===== src/rtl/ddr2b_pkg.sv =====
package ddr2b_pkg;

    typedef enum logic [1:0] {
        CMD_NOP = 2'd0,
        CMD_RD  = 2'd1,
        CMD_WR  = 2'd2
    } cmd_e;

    // Read pipeline geometry, in beats
    localparam int PIPE_LEN   = 4;
    localparam int SLOT_LONG  = 2;  // word 0 leaves after edge t+3
    localparam int SLOT_SHORT = 1;  // word 0 leaves after edge t+2

    function automatic cmd_e decode_cmd(input logic sel, input logic wr);
        if (!sel)
            return CMD_NOP;
        return wr ? CMD_WR : CMD_RD;
    endfunction

    function automatic int first_slot(input logic short_mode);
        return short_mode ? SLOT_SHORT : SLOT_LONG;
    endfunction

endpackage


===== src/rtl/ddr2b_ctrl.sv =====
module ddr2b_ctrl
    import ddr2b_pkg::*;
(
    input  logic clk,
    input  logic rst,
    input  logic sel,
    input  logic wr,
    output logic cmd_edge,
    output cmd_e cmd
);

    logic half_q;  // 0: the closing edge of this beat samples commands

    always_ff @(posedge clk) begin
        if (rst)
            half_q <= 1'b0;
        else
            half_q <= ~half_q;
    end

    assign cmd_edge = ~half_q;

    always_comb begin
        cmd = CMD_NOP;
        if (cmd_edge)
            cmd = decode_cmd(sel, wr);
    end

endmodule


===== src/rtl/ddr2b_wbuf.sv =====
module ddr2b_wbuf
    import ddr2b_pkg::*;
#(
    parameter int ADDR_W = 7,
    parameter int WORD_W = 36,
    parameter int NBYTE  = 4,
    localparam int PAIR_W = ADDR_W - 1
) (
    input  logic                        clk,
    input  logic                        rst,
    input  logic                        cmd_edge,
    input  cmd_e                        cmd,
    input  logic [ADDR_W-1:0]           addr,
    input  logic [WORD_W-1:0]           din,
    input  logic [NBYTE-1:0]            bsel,
    output logic                        pend_vld,
    output logic [PAIR_W-1:0]           pend_pair,
    output logic [1:0][WORD_W-1:0]      pend_data,
    output logic [1:0][NBYTE-1:0]       pend_mask
);

    logic second_q;   // next edge carries write word 1
    logic start_q;    // slot of write word 0

    always_ff @(posedge clk) begin
        if (rst) begin
            pend_vld  <= 1'b0;
            second_q  <= 1'b0;
            start_q   <= 1'b0;
            pend_pair <= '0;
            pend_data <= '0;
            pend_mask <= '0;
        end else if (cmd_edge) begin
            // the previous holding contents commit in the array on this edge
            if (cmd == CMD_WR) begin
                pend_vld             <= 1'b1;
                second_q             <= 1'b1;
                start_q              <= addr[0];
                pend_pair            <= addr[ADDR_W-1:1];
                pend_data[addr[0]]   <= din;
                pend_mask[addr[0]]   <= bsel;
                pend_mask[~addr[0]]  <= '0;
            end else begin
                pend_vld <= 1'b0;
                second_q <= 1'b0;
            end
        end else if (second_q) begin
            pend_data[~start_q] <= din;
            pend_mask[~start_q] <= bsel;
            second_q            <= 1'b0;
        end
    end

endmodule


===== src/rtl/ddr2b_array.sv =====
module ddr2b_array #(
    parameter int PAIRS  = 64,
    parameter int WORD_W = 36,
    parameter int BYTE_W = 9,
    parameter int NBYTE  = 4,
    localparam int PAIR_W = $clog2(PAIRS)
) (
    input  logic                   clk,
    input  logic                   wr_en,
    input  logic [PAIR_W-1:0]      wr_pair,
    input  logic [1:0][WORD_W-1:0] wr_data,
    input  logic [1:0][NBYTE-1:0]  wr_mask,
    input  logic [PAIR_W-1:0]      rd_pair,
    output logic [1:0][WORD_W-1:0] rd_data
);

    logic [1:0][WORD_W-1:0] mem [PAIRS];

    always_ff @(posedge clk) begin
        if (wr_en) begin
            for (int s = 0; s < 2; s++) begin
                for (int b = 0; b < NBYTE; b++) begin
                    if (wr_mask[s][b])
                        mem[wr_pair][s][b*BYTE_W +: BYTE_W] <= wr_data[s][b*BYTE_W +: BYTE_W];
                end
            end
        end
    end

    assign rd_data = mem[rd_pair];

endmodule


===== src/rtl/ddr2b_rdpipe.sv =====
module ddr2b_rdpipe
    import ddr2b_pkg::*;
#(
    parameter int WORD_W = 36
) (
    input  logic              clk,
    input  logic              rst,
    input  logic              load,
    input  logic              lat_short,
    input  logic [WORD_W-1:0] word0,
    input  logic [WORD_W-1:0] word1,
    output logic [WORD_W-1:0] dout,
    output logic              dout_vld
);

    typedef struct packed {
        logic              vld;
        logic [WORD_W-1:0] data;
    } beat_t;

    beat_t pipe [PIPE_LEN];
    int    k0;

    assign k0 = first_slot(lat_short);

    always_ff @(posedge clk) begin
        if (rst) begin
            for (int i = 0; i < PIPE_LEN; i++)
                pipe[i] <= '0;
            dout     <= '0;
            dout_vld <= 1'b0;
        end else begin
            for (int i = 0; i < PIPE_LEN; i++) begin
                if (load && i == k0)
                    pipe[i] <= '{vld: 1'b1, data: word0};
                else if (load && i == k0 + 1)
                    pipe[i] <= '{vld: 1'b1, data: word1};
                else if (i == PIPE_LEN - 1)
                    pipe[i] <= '0;
                else
                    pipe[i] <= pipe[(i + 1) % PIPE_LEN];
            end
            dout_vld <= pipe[0].vld;
            dout     <= pipe[0].vld ? pipe[0].data : '0;
        end
    end

endmodule


===== src/rtl/ddr2b_sram.sv =====
module ddr2b_sram
    import ddr2b_pkg::*;
#(
    parameter int PAIRS  = 64,
    parameter int WORD_W = 36,
    parameter int BYTE_W = 9,
    parameter int NBYTE  = WORD_W / BYTE_W,
    parameter int ADDR_W = $clog2(PAIRS) + 1
) (
    input  logic              clk,
    input  logic              rst,
    input  logic              sel,
    input  logic              wr,
    input  logic [ADDR_W-1:0] addr,
    input  logic [NBYTE-1:0]  bsel,
    input  logic [WORD_W-1:0] din,
    input  logic              lat_short,
    output logic              cmd_edge,
    output logic [WORD_W-1:0] dout,
    output logic              dout_vld
);

    localparam int PAIR_W = ADDR_W - 1;

    cmd_e                   cmd;
    logic                   pend_vld;
    logic [PAIR_W-1:0]      pend_pair;
    logic [1:0][WORD_W-1:0] pend_data;
    logic [1:0][NBYTE-1:0]  pend_mask;
    logic [1:0][WORD_W-1:0] arr_data;
    logic [1:0][WORD_W-1:0] merged;
    logic [PAIR_W-1:0]      rd_pair;
    logic                   hit;
    logic                   commit;

    ddr2b_ctrl u_ctrl (
        .clk      (clk),
        .rst      (rst),
        .sel      (sel),
        .wr       (wr),
        .cmd_edge (cmd_edge),
        .cmd      (cmd)
    );

    ddr2b_wbuf #(
        .ADDR_W (ADDR_W),
        .WORD_W (WORD_W),
        .NBYTE  (NBYTE)
    ) u_wbuf (
        .clk       (clk),
        .rst       (rst),
        .cmd_edge  (cmd_edge),
        .cmd       (cmd),
        .addr      (addr),
        .din       (din),
        .bsel      (bsel),
        .pend_vld  (pend_vld),
        .pend_pair (pend_pair),
        .pend_data (pend_data),
        .pend_mask (pend_mask)
    );

    assign commit  = cmd_edge && pend_vld;
    assign rd_pair = addr[ADDR_W-1:1];

    ddr2b_array #(
        .PAIRS  (PAIRS),
        .WORD_W (WORD_W),
        .BYTE_W (BYTE_W),
        .NBYTE  (NBYTE)
    ) u_array (
        .clk     (clk),
        .wr_en   (commit),
        .wr_pair (pend_pair),
        .wr_data (pend_data),
        .wr_mask (pend_mask),
        .rd_pair (rd_pair),
        .rd_data (arr_data)
    );

    // held write bytes override the array for a read of the same pair
    assign hit = pend_vld && (pend_pair == rd_pair);

    for (genvar s = 0; s < 2; s++) begin : g_slot
        for (genvar b = 0; b < NBYTE; b++) begin : g_byte
            assign merged[s][b*BYTE_W +: BYTE_W] =
                (hit && pend_mask[s][b]) ? pend_data[s][b*BYTE_W +: BYTE_W]
                                         : arr_data[s][b*BYTE_W +: BYTE_W];
        end
    end

    ddr2b_rdpipe #(
        .WORD_W (WORD_W)
    ) u_rdpipe (
        .clk       (clk),
        .rst       (rst),
        .load      (cmd == CMD_RD),
        .lat_short (lat_short),
        .word0     (merged[addr[0]]),
        .word1     (merged[~addr[0]]),
        .dout      (dout),
        .dout_vld  (dout_vld)
    );

endmodule


===== config.mk =====
export PLATFORM = sky130hd
export DESIGN_NAME = ddr2b_sram
export DESIGN_NICKNAME = d
export VERILOG_FILES = /design/src/rtl/ddr2b_pkg.sv /design/src/rtl/ddr2b_ctrl.sv /design/src/rtl/ddr2b_wbuf.sv /design/src/rtl/ddr2b_array.sv /design/src/rtl/ddr2b_rdpipe.sv /design/src/rtl/ddr2b_sram.sv
export SDC_FILE = /design/constraint.sdc
export NUM_CORES = 2
export LEC_CHECK = 0
export BUFFER_PORTS_ARGS = -buffer_cell sky130_fd_sc_hd__buf_2
export CORE_MARGIN = 2
export CORE_UTILIZATION = 30
export CTS_BUF_LIST = sky130_fd_sc_hd__clkbuf_8
export DETAILED_ROUTE_END_ITERATION = 10
export PLACE_DENSITY = 0.53
export SETUP_SLACK_MARGIN = 0.4
export SYNTH_ARGS = -nofsm -noshare
export SYNTH_HDL_FRONTEND = slang
export SYNTH_MEMORY_MAX_BITS = 65536
export SYNTH_SLANG_ARGS = --single-unit

===== constraint.sdc =====
create_clock -name clk -period 3 [get_ports clk]
set_input_delay 0.15 -clock clk [delete_from_list [all_inputs] [get_ports clk]]
set_output_delay 0.15 -clock clk [all_outputs]
set_load 0.1 [all_outputs]

# Yosys cells after proc, flatten, opt, wreduce, memory -nomap -nowiden
# Memories as Yosys holds them, arrays and structs flattened.
# Cells that the tools add are included.
dict set report classes {
  n_addsub 1
  multipliers 0
  div_mod_pow 0
  magnitude_cmp 6
  eq_ne 10
  shift 0
  n_mux 122
  bitwise 18
  n_reduce_logical 28
}
# operator count
set ops {}
lappend ops {{2-to-1 mux 37 bit} 12}
lappend ops {{2-to-1 mux 36 bit} 6}
lappend ops {{2-to-1 mux 72 bit} 3}
lappend ops {{bitwise mux 72 bit} 2}
lappend ops {{== test 3 x 32 -> 1 bit, first input constant} 4}
lappend ops {{2-to-1 mux 1 bit} 73}
lappend ops {{demux 36 bit (select 1 bit)} 2}
lappend ops {{2-to-1 mux 9 bit} 8}
lappend ops {{== test 2 x 32 -> 1 bit, first input constant} 2}
lappend ops {{logical NOT 32 bit} 2}
lappend ops {{adder 32 x 2 -> 32 bit, second input constant} 1}
lappend ops {{2-to-1 mux 8 bit} 3}
lappend ops {{logical AND 1 bit} 21}
lappend ops {{bitwise mux 8 bit} 2}
lappend ops {{demux 4 bit (select 1 bit)} 3}
lappend ops {{2-to-1 mux 4 bit} 3}
lappend ops {{bitwise OR 1 bit} 12}
lappend ops {{2-to-1 mux 2 bit} 5}
lappend ops {{AND 8 bit} 1}
lappend ops {{inverter 8 bit} 1}
lappend ops {{== test 6 bit} 1}
lappend ops {{less-than comparator 1 x 2 -> 1 bit, second input constant} 3}
lappend ops {{inverter 1 bit} 4}
lappend ops {{AND reduction 2 bit} 2}
lappend ops {{other kinds (6)} 9}
dict set report word_totals {
  regBits 127
  latchBits 0
  ram_bits 4756
  rom_bits 0
  in_bits 52
  output_inout_bits 38
  wordCells 198
  memories 2
}
# name depth word_bits rd rd_clocked_by_memory_dff wr line
set mem_list {}
lappend mem_list {u_array.mem 64 72 1 0 1 ddr2b_array.sv:17} ;# logic [1:0][WORD_W-1:0] mem [PAIRS];
lappend mem_list {u_rdpipe.pipe 4 37 4 0 4 ddr2b_rdpipe.sv:21} ;# beat_t pipe [PIPE_LEN];

# Depth between registers and ports, before layout
dict set report logic_depth {
  word_depth 12
  ltp_mapped 13
  ltp_nobuf 7
}

# Modules after synthesis
# From an unflattened synthesis, not the netlist that was laid out.
dict set report hier_totals {
  hier_cells 9195
  area_unflattened_um2 188937.5
}
# mod instances cells_each area_each_um2 seq_area_each_um2
set modules_own_cells {}
lappend modules_own_cells {ddr2b_array 1 7976 176040.1 138372.7}
lappend modules_own_cells {ddr2b_rdpipe 1 564 7280.7 4814.6}
lappend modules_own_cells {ddr2b_wbuf 1 338 3628.5 1781.7}
lappend modules_own_cells {ddr2b_sram 1 312 1944.4 0.0}
lappend modules_own_cells {ddr2b_ctrl 1 5 43.8 20.0}

# Least setup slack after synthesis
# Ideal clock, no wire load.
dict set report synth_path {
  kind {input-to-reg}
  from {input port addr[1]}
  to {memory u_rdpipe.pipe[1][3] (netlist name), data pin}
  setup_ps 266
  arrival_time_ps 2319
  required_time_ps 2734
  slack_ps 415
  cell_stages 10
  path_buffers 5
  path_cell_list {buf_4 > buf_6 > buf_6 > buf_6 > buf_2 > mux4_2 > o221ai_1 > o22ai_1 > a2111oi_0 > o21ai_1}
}
# element line
set synth_rtl {}
lappend synth_rtl {{start, declared} ddr2b_sram.sv:14} ;# input logic [ADDR_W-1:0] addr,
lappend synth_rtl {{end, declared} ddr2b_rdpipe.sv:21}

==> results.yml <==
critical_path:
  timing.rr.start: "u_ctrl.half_q"
  rrSetupSlack_ns: 0.36
  start_kind: "primary input"
  crit_buf_inv: 6
  cp.required_ns: 4.15
  cp.arrival_ns: 3.86
  path_max_fanout: 33
  critPathKind: "in2reg"
  crit_family: "buffers and inverters"
  reg2reg_to: "u_wbuf.pend_data[57]"
  cp_slowest_stage_delay_ns: 0.63
  crit_chain: "dlygate4sd3_1, buf_8, buf_4, nand2b_4, buf_12, buf_12, o22ai_1, nor3_1, nor2_1, o22ai_1, buf_4, nand2_1, a311oi_1"
  cp_slowest_cell: "nor3_1"
  r2r_cells: 6
  end_kind: "flip-flop"
grt:
  grt_max_degree: 72
  gr-total-overflow: 0
  grt_pass1_vias: 107000
  antenna_found_initial: 67
  grt_pass1_wl_um: 850000
  grt_use_total: 0.188
clock_network:
  cts-htree-levels: 6
  clk_latency_ns: 1.36
  root_buffer: "clkbuf_8"
  clk_pin_slew_ns: 0.07
  clock_path_buffers: 4
  tritoncts: "yes"
  cts.sinks: 4883
  numCtsBuffers: 795
drt:
  wl_per_cell_um: 29.6
  routed_wl_um: 620000
  via_per_inst: 5.14
  routed-via-count: 107000
  final_antenna_net_count: 0
  drt_iter0_markers: 13100
  first_pass_iters: 7
  drcViolationCount: 0
yosys:
  syn_area_mm2: 0.190
  yosysSeqAreaShare: 0.762
  ys.flop_type: "edfxtp_1"
  synth_cell_type_count: 76
  synthTopCellsByArea: "edfxtp_1 74%, mux4_2 12%, nor2_1 2.0%"
  synth_top_area_share: 0.745
  yosysWarnings: 0
  async_flop_share: 0
  ys_ff_latch: 4883
  synth_edf_count: 4719
  syn_avg_cell_area_um2: 19.1
  yosysTopAreaCell: "edfxtp_1"
  synthCells: 9958
sta:
  rsz0062_at_grt: "true"
  finalSetupTns_ns: 0
  setup-violations-final: 0
  relSlewSlack: 0.128
  fin_skew_ns: 0.0776
  period_minus_slack_ns: 2.70
  hold_viol_final: 0
  whs_ns: 0.133
  slew_viol_final: 0
  period_share: 0.901
  clock.fmax_ghz: 0.370
  worst-slew-pin-transition_ns: 1.31
min_path:
  hold_path.startpoint: "rst"
  hold_end: "u_rdpipe.pipe[0][36]"
  min-delay-path-class: "in2reg"
  worstHoldPathCells: 4
job:
  drv_cap: 0
floorplanning:
  core_area_mm2: 0.632
  io_pins: 90
  start_util: 0.301
  die_w_um: 800
  die-height_um: 800
  core.rowCount: 292
  die_area_mm2: 0.641
power:
  power_density_mw_per_mm2: 602
  vdd_ir_drop_max_mv: 0.493
  total_power_mw: 138
  p_leak_nw: 78.0
finish:
  final_cell_mix: "4719 x edfxtp_1, 1196 x buf_4, 994 x mux4_2"
  final_common_cell: "edfxtp_1"
  area_growth_pct: 20.5
  drive_gt1_frac: 0.316
  nFillCells: 59100
  fin_nets: 11900
run_status:
  status: "completed"
place:
  detailed_place_hpwl_um: 413000
  port_buffers: 89
  place.gp.congestion: 0.861
==> state kept, by name, summed over array words and instances (netlist names) <==
signal / count
u_wbuf.pend_mask: 8
u_rdpipe.dout: 36
u_wbuf.second_q: 1
u_rdpipe.pipe: 148
u_wbuf.start_q: 1
u_ctrl.half_q: 1
u_rdpipe.dout_vld: 1
u_wbuf.pend_pair: 6
u_wbuf.pend_data: 72
u_array.mem: 4608
u_wbuf.pend_vld: 1
==> what timing repair did <==
item | in CTS | in global routing
pin swaps | 23 | 42
setup buffers | 4 | 4
gates resized for setup | 187 | 180
endpoints found under the hold margin | 239 | 0
cloned | 0 | 1
setup endpoints to repair | 854 | 665
hold buffers | 100 | 0
==> synth_stat cells, drive strengths merged (16+ instances only) <==
cell     instances
and3            27
nor2b          105
dfxtp          164
a31oi           33
a21oi          198
and2            42
nand3           63
edfxtp        4719
mux2i          287
a221oi          31
nand4b          16
nor4            16
a22o            43
mux2            36
a21o            16
nand2          574
o221ai          24
a22oi          120
o22ai          168
buf            320
a211oi          70
nor2           994
nor3           116
a2111oi         78
a311oi          34
a311o           24
o21ai          111
clkbuf         298
or3b            19
inv             17
o211ai          64
mux4           994
==> area by class of cell <==
type / instances / area, um^2 / share of cell area
diodes: 49 / 123 / 0.000535
repair buffers: 1581 / 14400 / 0.0626
flip-flops and latches: 4883 / 145000 / 0.633
well taps: 8379 / 10500 / 0.0457
clock buffers: 823 / 11300 / 0.0494
clock inverters: 627 / 3520 / 0.0154
inverters: 20 / 82.6 / 0.000360
multi-input cells: 4548 / 44200 / 0.193
==> per-layer routing <==
layer | vias to the layer above | GRT usage | share of wire | wire (um)
met5 | - | 0 | 0.00013 | 80
met4 | 12 | 0.0616 | 0.033 | 20400
met3 | 931 | 0.0358 | 0.084 | 52000
met2 | 5128 | 0.301 | 0.47 | 292000
met1 | 57100 | 0.257 | 0.41 | 256000
li1 | 44300 | - | - | -
==> metrics by stage <==
| step | setup slack, ns | util | instance area [um^2] | cells |
|---|---|---|---|---|
| 6_report | 0.296 | 0.363 | 229000 | 20900 |
| 5_1_grt | 0.246 | 0.362 | 229000 | 20900 |
| 4_1_cts | 0.379 | 0.361 | 228000 | 20900 |
| 3_5_place_dp | -0.806 | 0.335 | 212000 | 19300 |
| 3_3_place_gp | -0.843 | 0.335 | 212000 | 19300 |
| 2_1_floorplan | 0.415 | - | 191000 | 10100 |
==> cell families (layout without fill, tap and decap cells) <==
| logic type | Yosys count | in the layout | share of synthesized area |
|---|---|---|---|
| XOR/XNOR | 10 | 10 | 0.000460 |
| flip-flops | 4883 | 4883 | 0.762 |
| other | 1 | 160 | 0.0000197 |
| multiplexers | 1317 | 1317 | 0.135 |
| buffers and inverters | 638 | 3051 | 0.0172 |
| AO/OA/AOI/OAI | 1083 | 1084 | 0.0397 |
| AND/OR/NAND/NOR | 2026 | 2026 | 0.0456 |
==> worst min-delay path: cells and delay by family <==
kind                   cells  cell delay, ns
AND/OR/NAND/NOR            1            0.19
buffers and inverters      3            1.08
==> worst max-delay path by stage <==
stage,end,startpoint,depth (start not counted),slack [ns]
2_1_floorplan,u_rdpipe.pipe[1][3],addr[1],10,0.42
3_3_place_gp,u_rdpipe.pipe[1][17],addr[2],12,-0.84
3_5_place_dp,u_rdpipe.pipe[1][17],addr[2],12,-0.81
4_1_cts,u_array.mem[18][37],u_wbuf.pend_pair[4],5,0.38
5_1_grt,u_array.mem[17][59],u_wbuf.pend_pair[4],5,0.25
6_report,u_rdpipe.pipe[2][11],addr[4],13,0.30
==> where the power goes <==
part           leakage (nW)  switching [mW]  internal [mW]
Sequential             47.2           0.261           74.5
Combinational          22.3            5.00           3.28
Clock                  8.59            27.8           27.2
(Power assumes the default switching activity.)
